[config.mk]
export PLATFORM = sky130hd
export DESIGN_NAME = burst_period_timer
export DESIGN_NICKNAME = d
export VERILOG_FILES = /design/src/rtl/bpt_pkg.sv /design/src/rtl/bpt_edge_sync.sv /design/src/rtl/bpt_span_counter.sv /design/src/rtl/bpt_agree_check.sv /design/src/rtl/burst_period_timer.sv
export SDC_FILE = /design/constraint.sdc
export NUM_CORES = 1
export LEC_CHECK = 0
export BUFFER_PORTS_ARGS = -buffer_cell sky130_fd_sc_hd__buf_2
export CORE_MARGIN = 2
export CORE_UTILIZATION = 40
export CTS_BUF_LIST = sky130_fd_sc_hd__clkbuf_8
export CTS_CLUSTER_SIZE = 20
export DETAILED_ROUTE_END_ITERATION = 7
export HOLD_SLACK_MARGIN = 0.05
export SETUP_SLACK_MARGIN = 0.15
export SLEW_MARGIN = 25
export SYNTH_ARGS = -nofsm -noshare
export SYNTH_HDL_FRONTEND = slang
export SYNTH_HIERARCHICAL = 1
export SYNTH_SLANG_ARGS = --single-unit
[constraint.sdc]
create_clock -name clk -period 5.2 [get_ports clk]
set_clock_uncertainty 0.1 [all_clocks]
set_input_delay 0.26 -clock clk [delete_from_list [all_inputs] [get_ports clk]]
set_output_delay 0.26 -clock clk [all_outputs]
set_load 0.005 [all_outputs]
[src/rtl/bpt_pkg.sv]
package bpt_pkg;

   typedef enum logic [2:0] {
      ST_IDLE   = 3'd0,
      ST_SPAN5  = 3'd1,
      ST_SPAN8  = 3'd2,
      ST_CHECK  = 3'd3,
      ST_REPORT = 3'd4
   } bpt_state_e;

   localparam int FIRST_MARK  = 5;
   localparam int SECOND_MARK = 8;

endpackage

[src/rtl/bpt_edge_sync.sv]
module bpt_edge_sync #(
   parameter int STAGES = 2
) (
   input  logic clk,
   input  logic rst_n,
   input  logic din,
   output logic rise
);
   if (STAGES < 2) begin : g_bad_stages
      $error("bpt_edge_sync: STAGES must be at least 2");
   end

   logic [STAGES-1:0] chain;
   logic              last_q;

   for (genvar i = 0; i < STAGES; i++) begin : g_stage
      if (i == 0) begin : g_first
         always_ff @(posedge clk or negedge rst_n) begin
            if (!rst_n) chain[0] <= 1'b0;
            else        chain[0] <= din;
         end
      end else begin : g_next
         always_ff @(posedge clk or negedge rst_n) begin
            if (!rst_n) chain[i] <= 1'b0;
            else        chain[i] <= chain[i-1];
         end
      end
   end

   always_ff @(posedge clk or negedge rst_n) begin
      if (!rst_n) last_q <= 1'b0;
      else        last_q <= chain[STAGES-1];
   end

   assign rise = chain[STAGES-1] & ~last_q;
endmodule

[src/rtl/bpt_span_counter.sv]
module bpt_span_counter #(
   parameter int CNT_W = 16,
   parameter int TMO_W = 16
) (
   input  logic             clk,
   input  logic             rst_n,
   input  logic             clear,
   input  logic             run,
   input  logic             edge_i,
   input  logic [TMO_W-1:0] timeout_lim,
   output logic [CNT_W-1:0] span,
   output logic             saturated,
   output logic             timed_out
);
   localparam logic [CNT_W-1:0] CNT_MAX = {CNT_W{1'b1}};
   localparam logic [TMO_W-1:0] GAP_MAX = {TMO_W{1'b1}};

   if (CNT_W < 8) begin : g_bad_cnt
      $error("bpt_span_counter: CNT_W must be at least 8");
   end
   if (TMO_W < 2) begin : g_bad_tmo
      $error("bpt_span_counter: TMO_W must be at least 2");
   end

   logic [CNT_W-1:0] elapsed_q;
   logic [TMO_W-1:0] gap_q;

   always_ff @(posedge clk or negedge rst_n) begin
      if (!rst_n) begin
         elapsed_q <= '0;
         gap_q     <= '0;
      end else if (clear) begin
         elapsed_q <= '0;
         gap_q     <= '0;
      end else if (run) begin
         if (elapsed_q != CNT_MAX) elapsed_q <= elapsed_q + CNT_W'(1);
         if (edge_i)               gap_q     <= '0;
         else if (gap_q != GAP_MAX) gap_q    <= gap_q + TMO_W'(1);
      end
   end

   assign saturated = (elapsed_q == CNT_MAX);
   assign span      = saturated ? CNT_MAX : elapsed_q + CNT_W'(1);
   assign timed_out = run & ~edge_i & (gap_q >= timeout_lim);
endmodule

[src/rtl/bpt_agree_check.sv]
module bpt_agree_check #(
   parameter int CNT_W = 16,
   parameter int EXT_W = CNT_W + 4
) (
   input  logic [CNT_W-1:0] n5,
   input  logic [CNT_W-1:0] n8,
   input  logic [1:0]       tol_sel,
   output logic             pass
);
   if (EXT_W < CNT_W + 3) begin : g_bad_ext
      $error("bpt_agree_check: EXT_W too narrow for 5x and 8x products");
   end

   logic [EXT_W-1:0] scaled5;
   logic [EXT_W-1:0] scaled8;
   logic [EXT_W-1:0] gap;
   logic [EXT_W-1:0] allow;

   always_comb begin
      scaled5 = EXT_W'(n5) << 3;
      scaled8 = (EXT_W'(n8) << 2) + EXT_W'(n8);
      gap     = (scaled5 >= scaled8) ? scaled5 - scaled8 : scaled8 - scaled5;
      unique case (tol_sel)
         2'd0:    allow = scaled8 >> 6;
         2'd1:    allow = scaled8 >> 5;
         2'd2:    allow = scaled8 >> 4;
         default: allow = scaled8 >> 3;
      endcase
      pass = (gap <= allow);
   end
endmodule

[src/rtl/burst_period_timer.sv]
module burst_period_timer #(
   parameter int CNT_W       = 16,
   parameter int TMO_W       = 16,
   parameter int SYNC_STAGES = 2
) (
   input  logic             clk,
   input  logic             rst_n,
   input  logic             sig_in,
   input  logic [1:0]       tol_sel,
   input  logic [TMO_W-1:0] timeout_lim,
   output logic             result_valid,
   output logic [CNT_W-1:0] result_cnt,
   output logic             reject
);
   import bpt_pkg::*;

   localparam int MARK_W = $clog2(SECOND_MARK + 1);
   localparam logic [MARK_W-1:0] MARK5 = MARK_W'(FIRST_MARK);
   localparam logic [MARK_W-1:0] MARK8 = MARK_W'(SECOND_MARK);

   bpt_state_e       state;
   logic             rise;
   logic             clear;
   logic             run;
   logic [CNT_W-1:0] span;
   logic             saturated;
   logic             timed_out;
   logic             pass;
   logic [MARK_W-1:0] mark_q;
   logic [MARK_W-1:0] mark_nx;
   logic [CNT_W-1:0] n5_q;
   logic [CNT_W-1:0] n8_q;
   logic             ok_q;

   bpt_edge_sync #(.STAGES(SYNC_STAGES)) u_sync (
      .clk  (clk),
      .rst_n(rst_n),
      .din  (sig_in),
      .rise (rise)
   );

   assign clear = (state == ST_IDLE) & rise;
   assign run   = (state == ST_SPAN5) | (state == ST_SPAN8);

   bpt_span_counter #(.CNT_W(CNT_W), .TMO_W(TMO_W)) u_cnt (
      .clk        (clk),
      .rst_n      (rst_n),
      .clear      (clear),
      .run        (run),
      .edge_i     (rise),
      .timeout_lim(timeout_lim),
      .span       (span),
      .saturated  (saturated),
      .timed_out  (timed_out)
   );

   bpt_agree_check #(.CNT_W(CNT_W)) u_chk (
      .n5     (n5_q),
      .n8     (n8_q),
      .tol_sel(tol_sel),
      .pass   (pass)
   );

   assign mark_nx = mark_q + MARK_W'(1);

   always_ff @(posedge clk or negedge rst_n) begin
      if (!rst_n) begin
         state  <= ST_IDLE;
         mark_q <= '0;
         n5_q   <= '0;
         n8_q   <= '0;
         ok_q   <= 1'b0;
      end else begin
         unique case (state)
            ST_IDLE: begin
               if (rise) begin
                  mark_q <= '0;
                  state  <= ST_SPAN5;
               end
            end
            ST_SPAN5, ST_SPAN8: begin
               if (saturated | timed_out) begin
                  ok_q  <= 1'b0;
                  state <= ST_REPORT;
               end else if (rise) begin
                  mark_q <= mark_nx;
                  if (mark_nx == MARK5) begin
                     n5_q  <= span;
                     state <= ST_SPAN8;
                  end else if (mark_nx == MARK8) begin
                     n8_q  <= span;
                     state <= ST_CHECK;
                  end
               end
            end
            ST_CHECK: begin
               ok_q  <= pass;
               state <= ST_REPORT;
            end
            ST_REPORT: state <= ST_IDLE;
            default:   state <= ST_IDLE;
         endcase
      end
   end

   assign result_valid = (state == ST_REPORT) &  ok_q;
   assign reject       = (state == ST_REPORT) & ~ok_q;
   assign result_cnt   = n8_q;
endmodule

==> impl_summary.md <==
Run status
The run finished, with violations left. The final reports fail on negative setup slack.

GRT
In this run the most used layer during global routing was met2. The residual overflow from global routing is 0. The first global-routing pass estimated 32.1 mm of wire. The met1 track utilization from global routing is 0.275. The pin count of the biggest net entering global routing is 53. The met2 track demand over resource is 0.330. The number of global-route vias before repair came to 6314. The total track usage is 0.199. The number of antenna violations at the first check in global routing is 0. In the global route stage, met3 resource usage came out at 0.0323.

Logic synthesis
The number of enable-type register cells in the synthesized netlist is 0. Synthesis produced 865 cells. Of the total synthesized cell area, the portion taken by XOR and XNOR cells is 0.0585.

The synthesized-area fraction occupied by ao, oa, aoi and oai cells is 0.210. The average cell area after synthesis is 8.64 sq um. Counting distinct cell types in the post-synthesis netlist gives 81. For this run, the leading register cell type out of synthesis is dfrtp_1. After synthesis, the share of flip-flops with an asynchronous set or reset is 1.00. Synthesis inferred 75 register bits. The number of synthesis warnings is 6.

Of the total synthesized cell area, the portion taken by AND, OR, NAND and NOR gates is 0.185. The number of nets in the synthesized netlist is 970. The share of the Yosys chip area taken by registers is 0.251. The fraction of the mapped netlist area in adder cells is 0.143.

The combinational family with the most area after synthesis is compound AO/OA/AOI/OAI gates. The total standard cell area after synthesis is 7470 sq um. After synthesis, the share of cell area in mux cells is 0.0881.

Drt
The number of design rule violations left after detail routing is 0. The wire length per cell is 15.7 um. The final route contains 6704 vias.

Using the TritonRoute via totals, the vias-per-cell ratio works out to 5.46. The DRC marker count from the first detailed-route iteration is 381. The residual antenna-violating net count after detailed routing is 0. The routed design has 19.2 mm of wire. The iteration count of the initial detailed-routing pass is 5.

Placed design
The routability congestion estimate is 0.857. At the placement stage, the worst setup path has a slack of -0.321 ns. The total half-perimeter wirelength after legalization and detailed placement is 15.1 mm.

The count of buffers inserted at the top-level ports is 38. Once placement completed, the tool counted placed cells totaling 1200.

Layout
The area growth from synthesis to layout is 21.7%. The fraction of layout instances using a drive strength above 1 is 0.268. The number of inserted diodes is 0. After the flow finishes, the layout carries non-filler instances totaling 1227. Fill cells in the final layout number 1737. The final layout contains 1098 nets.

STA
Measured against its own limit, the worst slew margin works out to 0.457. Dividing the final minimum period by the clock period gives 1.04. The final-report setup violation count is 1. After layout, the worst setup slack is -0.231 ns. The final critical-path required period is 5.43 ns.

Setup repair after global routing could not meet its margin everywhere. The count of endpoints failing hold in the final timing report is 0. The final number of max-transition violations was 0.

For the pin with the worst max-slew slack, the measured transition is 0.810 ns. The highest clock frequency the design can meet is 184 MHz.

Setup path
The maximum net fanout on the critical path is 10. Data on the critical path is required at its endpoint by 5.39 ns. The kind of critical path is flop to flop. The critical path data arrival time is 5.62 ns.

The critical path launch point type is a flop. The element type at the critical path end is a flop.

Floorplan
The height of the die is 141 um. The core region is 18100 sq um. Row generation in the floorplan step produced 49 rows. The floorplan step set the die width to 141 um. The floorplan step defined a die boundary enclosing 19800 sq um.

The initial cell density of the core is 0.412. The count of pins on the block boundary is 39.

Clock network
The count of clock tree sinks is 75. The number of buffers on the longest clock path is 2. TritonCTS built the clock tree. The cell sitting at the root of the clock tree is a clkbuf_8. The clock transition at the register clock pins on the worst setup and hold paths after CTS is 0.08 ns.

The number of H-tree levels is 3. The number of clock buffers inserted by TritonCTS is 9. The clock reaches the later pin of the worst-skew pair after 0.36 ns.

Power and ir drop
The total power per unit cell area is 569 nW/um^2. The leakage dissipation is 4.47 nW. Across the VDD grid, the largest voltage drop is 0.000417 V.

Flow run
The number of maximum-capacitance violations is 0.

Hold path
The path class of the tightest hold or removal check is input pin to async pin.
## registers in the layout, summed over array words and instances, names as in the netlist
name,count
mark_q,4
n5_q,16
ok_q,1
result_cnt,16
state,3
u_cnt/elapsed_q,16
u_cnt/gap_q,16
u_sync/chain,2
u_sync/last_q,1
## cell type report
| cell class | instances | area, sq um | area share |
|---|---|---|---|
| Sequential cell | 75 | 1880 | 0.207 |
| Inverter | 72 | 270 | 0.0297 |
| Clock inverter | 6 | 88.8 | 0.00977 |
| Multi-Input combinational cell | 682 | 5330 | 0.587 |
| Tap cell | 229 | 287 | 0.0315 |
| Timing Repair Buffer | 153 | 1090 | 0.120 |
| Clock buffer | 10 | 138 | 0.0151 |
## final timing paths
kind | from | to | slack, ns | cells past startpoint
max | result_cnt[2] | ok_q | -0.23 | 27
min | rst_n | mark_q[0] | 0.23 | 2
max reg2reg | result_cnt[2] | ok_q | -0.23 | 27
min reg2reg | u_sync/chain[0] | u_sync/chain[1] | 0.26 | 0
max in group asynchronous | rst_n | result_cnt[1] | 3.74 | 3
min in group clk | u_sync/chain[0] | u_sync/chain[1] | 0.26 | 0
## Yosys cell counts, types with 5 or more instances
library cell | instances | area, sq um
ha_1 | 82 | 1030
dfrtp_1 | 75 | 1880
inv_1 | 71 | 267
nand2_1 | 64 | 240
a21oi_1 | 59 | 295
nor2_1 | 53 | 199
o21ai_0 | 52 | 260
nand3_1 | 35 | 175
mux2_2 | 33 | 372
xnor2_1 | 26 | 228
xor2_1 | 22 | 193
a21o_1 | 19 | 143
nand4_1 | 16 | 100
buf_2 | 15 | 75.1
nor3_1 | 15 | 75.1
o31ai_1 | 15 | 113
mux2i_1 | 14 | 140
a211oi_1 | 12 | 90.1
clkbuf_1 | 11 | 41.3
a31oi_1 | 10 | 62.6
and3_1 | 9 | 56.3
mux2_4 | 9 | 135
o211ai_1 | 9 | 67.6
or3_1 | 9 | 56.3
nand2b_1 | 8 | 50.1
nor4_1 | 7 | 43.8
o21a_1 | 7 | 52.6
a2111oi_0 | 6 | 52.6
o21bai_1 | 6 | 45.0
or2_2 | 6 | 37.5
nor2b_1 | 5 | 31.3
## placed cells by master, fill, tap and decap left out, types with 5 or more instances in the layout
cell        n
a211oi_1    9
a21o_1     19
a21oi_1    57
a31oi_1     9
and3_1      8
buf_2      37
buf_4     112
clkbuf_8   10
dfrtp_1    73
ha_1       76
inv_1      72
mux2_2     33
mux2_4      9
mux2i_1    14
nand2_1    62
nand2b_1    8
nand3_1    34
nand4_1    16
nor2_1     53
nor2b_1     5
nor3_1     14
o211ai_1    9
o21a_1      6
o21ai_0    44
o21ai_1    11
o21bai_1    5
o31ai_1    15
or2_2       6
or3_1       9
xnor2_1    26
xor2_1     20
## worst max-delay path: stages (launching register included)
cell	delay (ns)
dfrtp_1	0.42
ha_2	0.22
fa_2	0.37
a211oi_2	0.21
o21bai_2	0.12
a2111oi_2	0.36
nor2_1	0.09
xor2_1	0.20
ha_1	0.31
buf_4	0.13
nand2_4	0.05
o21a_4	0.23
a2bb2oi_4	0.17
a31oi_4	0.22
buf_4	0.17
buf_16	0.12
buf_4	0.12
nand2_1	0.05
xor2_1	0.15
ha_1	0.33
nand3_2	0.12
o311a_1	0.36
o21ai_1	0.11
nand2_2	0.12
nor4_4	0.14
a31o_1	0.19
nand3_1	0.07
o21ai_1	0.09
## timing repair
| action | 4_1_cts | 5_1_grt |
|---|---|---|
| endpoints found under the hold margin | 24 | 0 |
| endpoints found under the setup margin | 1 | 1 |
| gates cloned | 1 | 0 |
| hold buffers | 2 | 0 |
| pin swaps | 12 | 14 |
| resized for setup | 13 | 14 |
| setup buffers | 5 | 3 |
## stage by stage
step           utilization  TNS (ns)  hold WS (ns)  area, sq um  total power [mW]
5_1_grt              0.501    -0.615         0.237         9090              5.66
3_3_place_gp         0.476    -0.203        0.0816         8640              4.29
3_5_place_dp         0.476    -0.321        0.0816         8640              4.31
2_1_floorplan            -         0        -0.136         7590              3.33
6_report             0.501    -0.231         0.228         9090              5.17
4_1_cts              0.497    -0.242         0.219         9010              5.01
## report_power, final
part / switching, mW / internal [mW] / total, mW
clock: 0.233 / 0.284 / 0.517
sequential: 0.142 / 0.679 / 0.821
combinational: 2.01 / 1.83 / 3.83
total: 2.38 / 2.79 / 5.17
## kinds of logic after synthesis
kind of cell / Yosys count
AOI/OAI and AO/OA: 235
xor gates and xnor gates: 49
adders and majority gates: 84
buffers and inverters: 108
DFF: 75
muxes: 57
and+or+nand+nor: 257
## routing by layer
layer | part of all wire | routed length (um)
met1 | 0.49 | 9400
met2 | 0.46 | 8880
met3 | 0.036 | 684
met4 | 0.015 | 281
met5 | 0 | 0
Note: power is estimated with default switching activity, not from simulation.
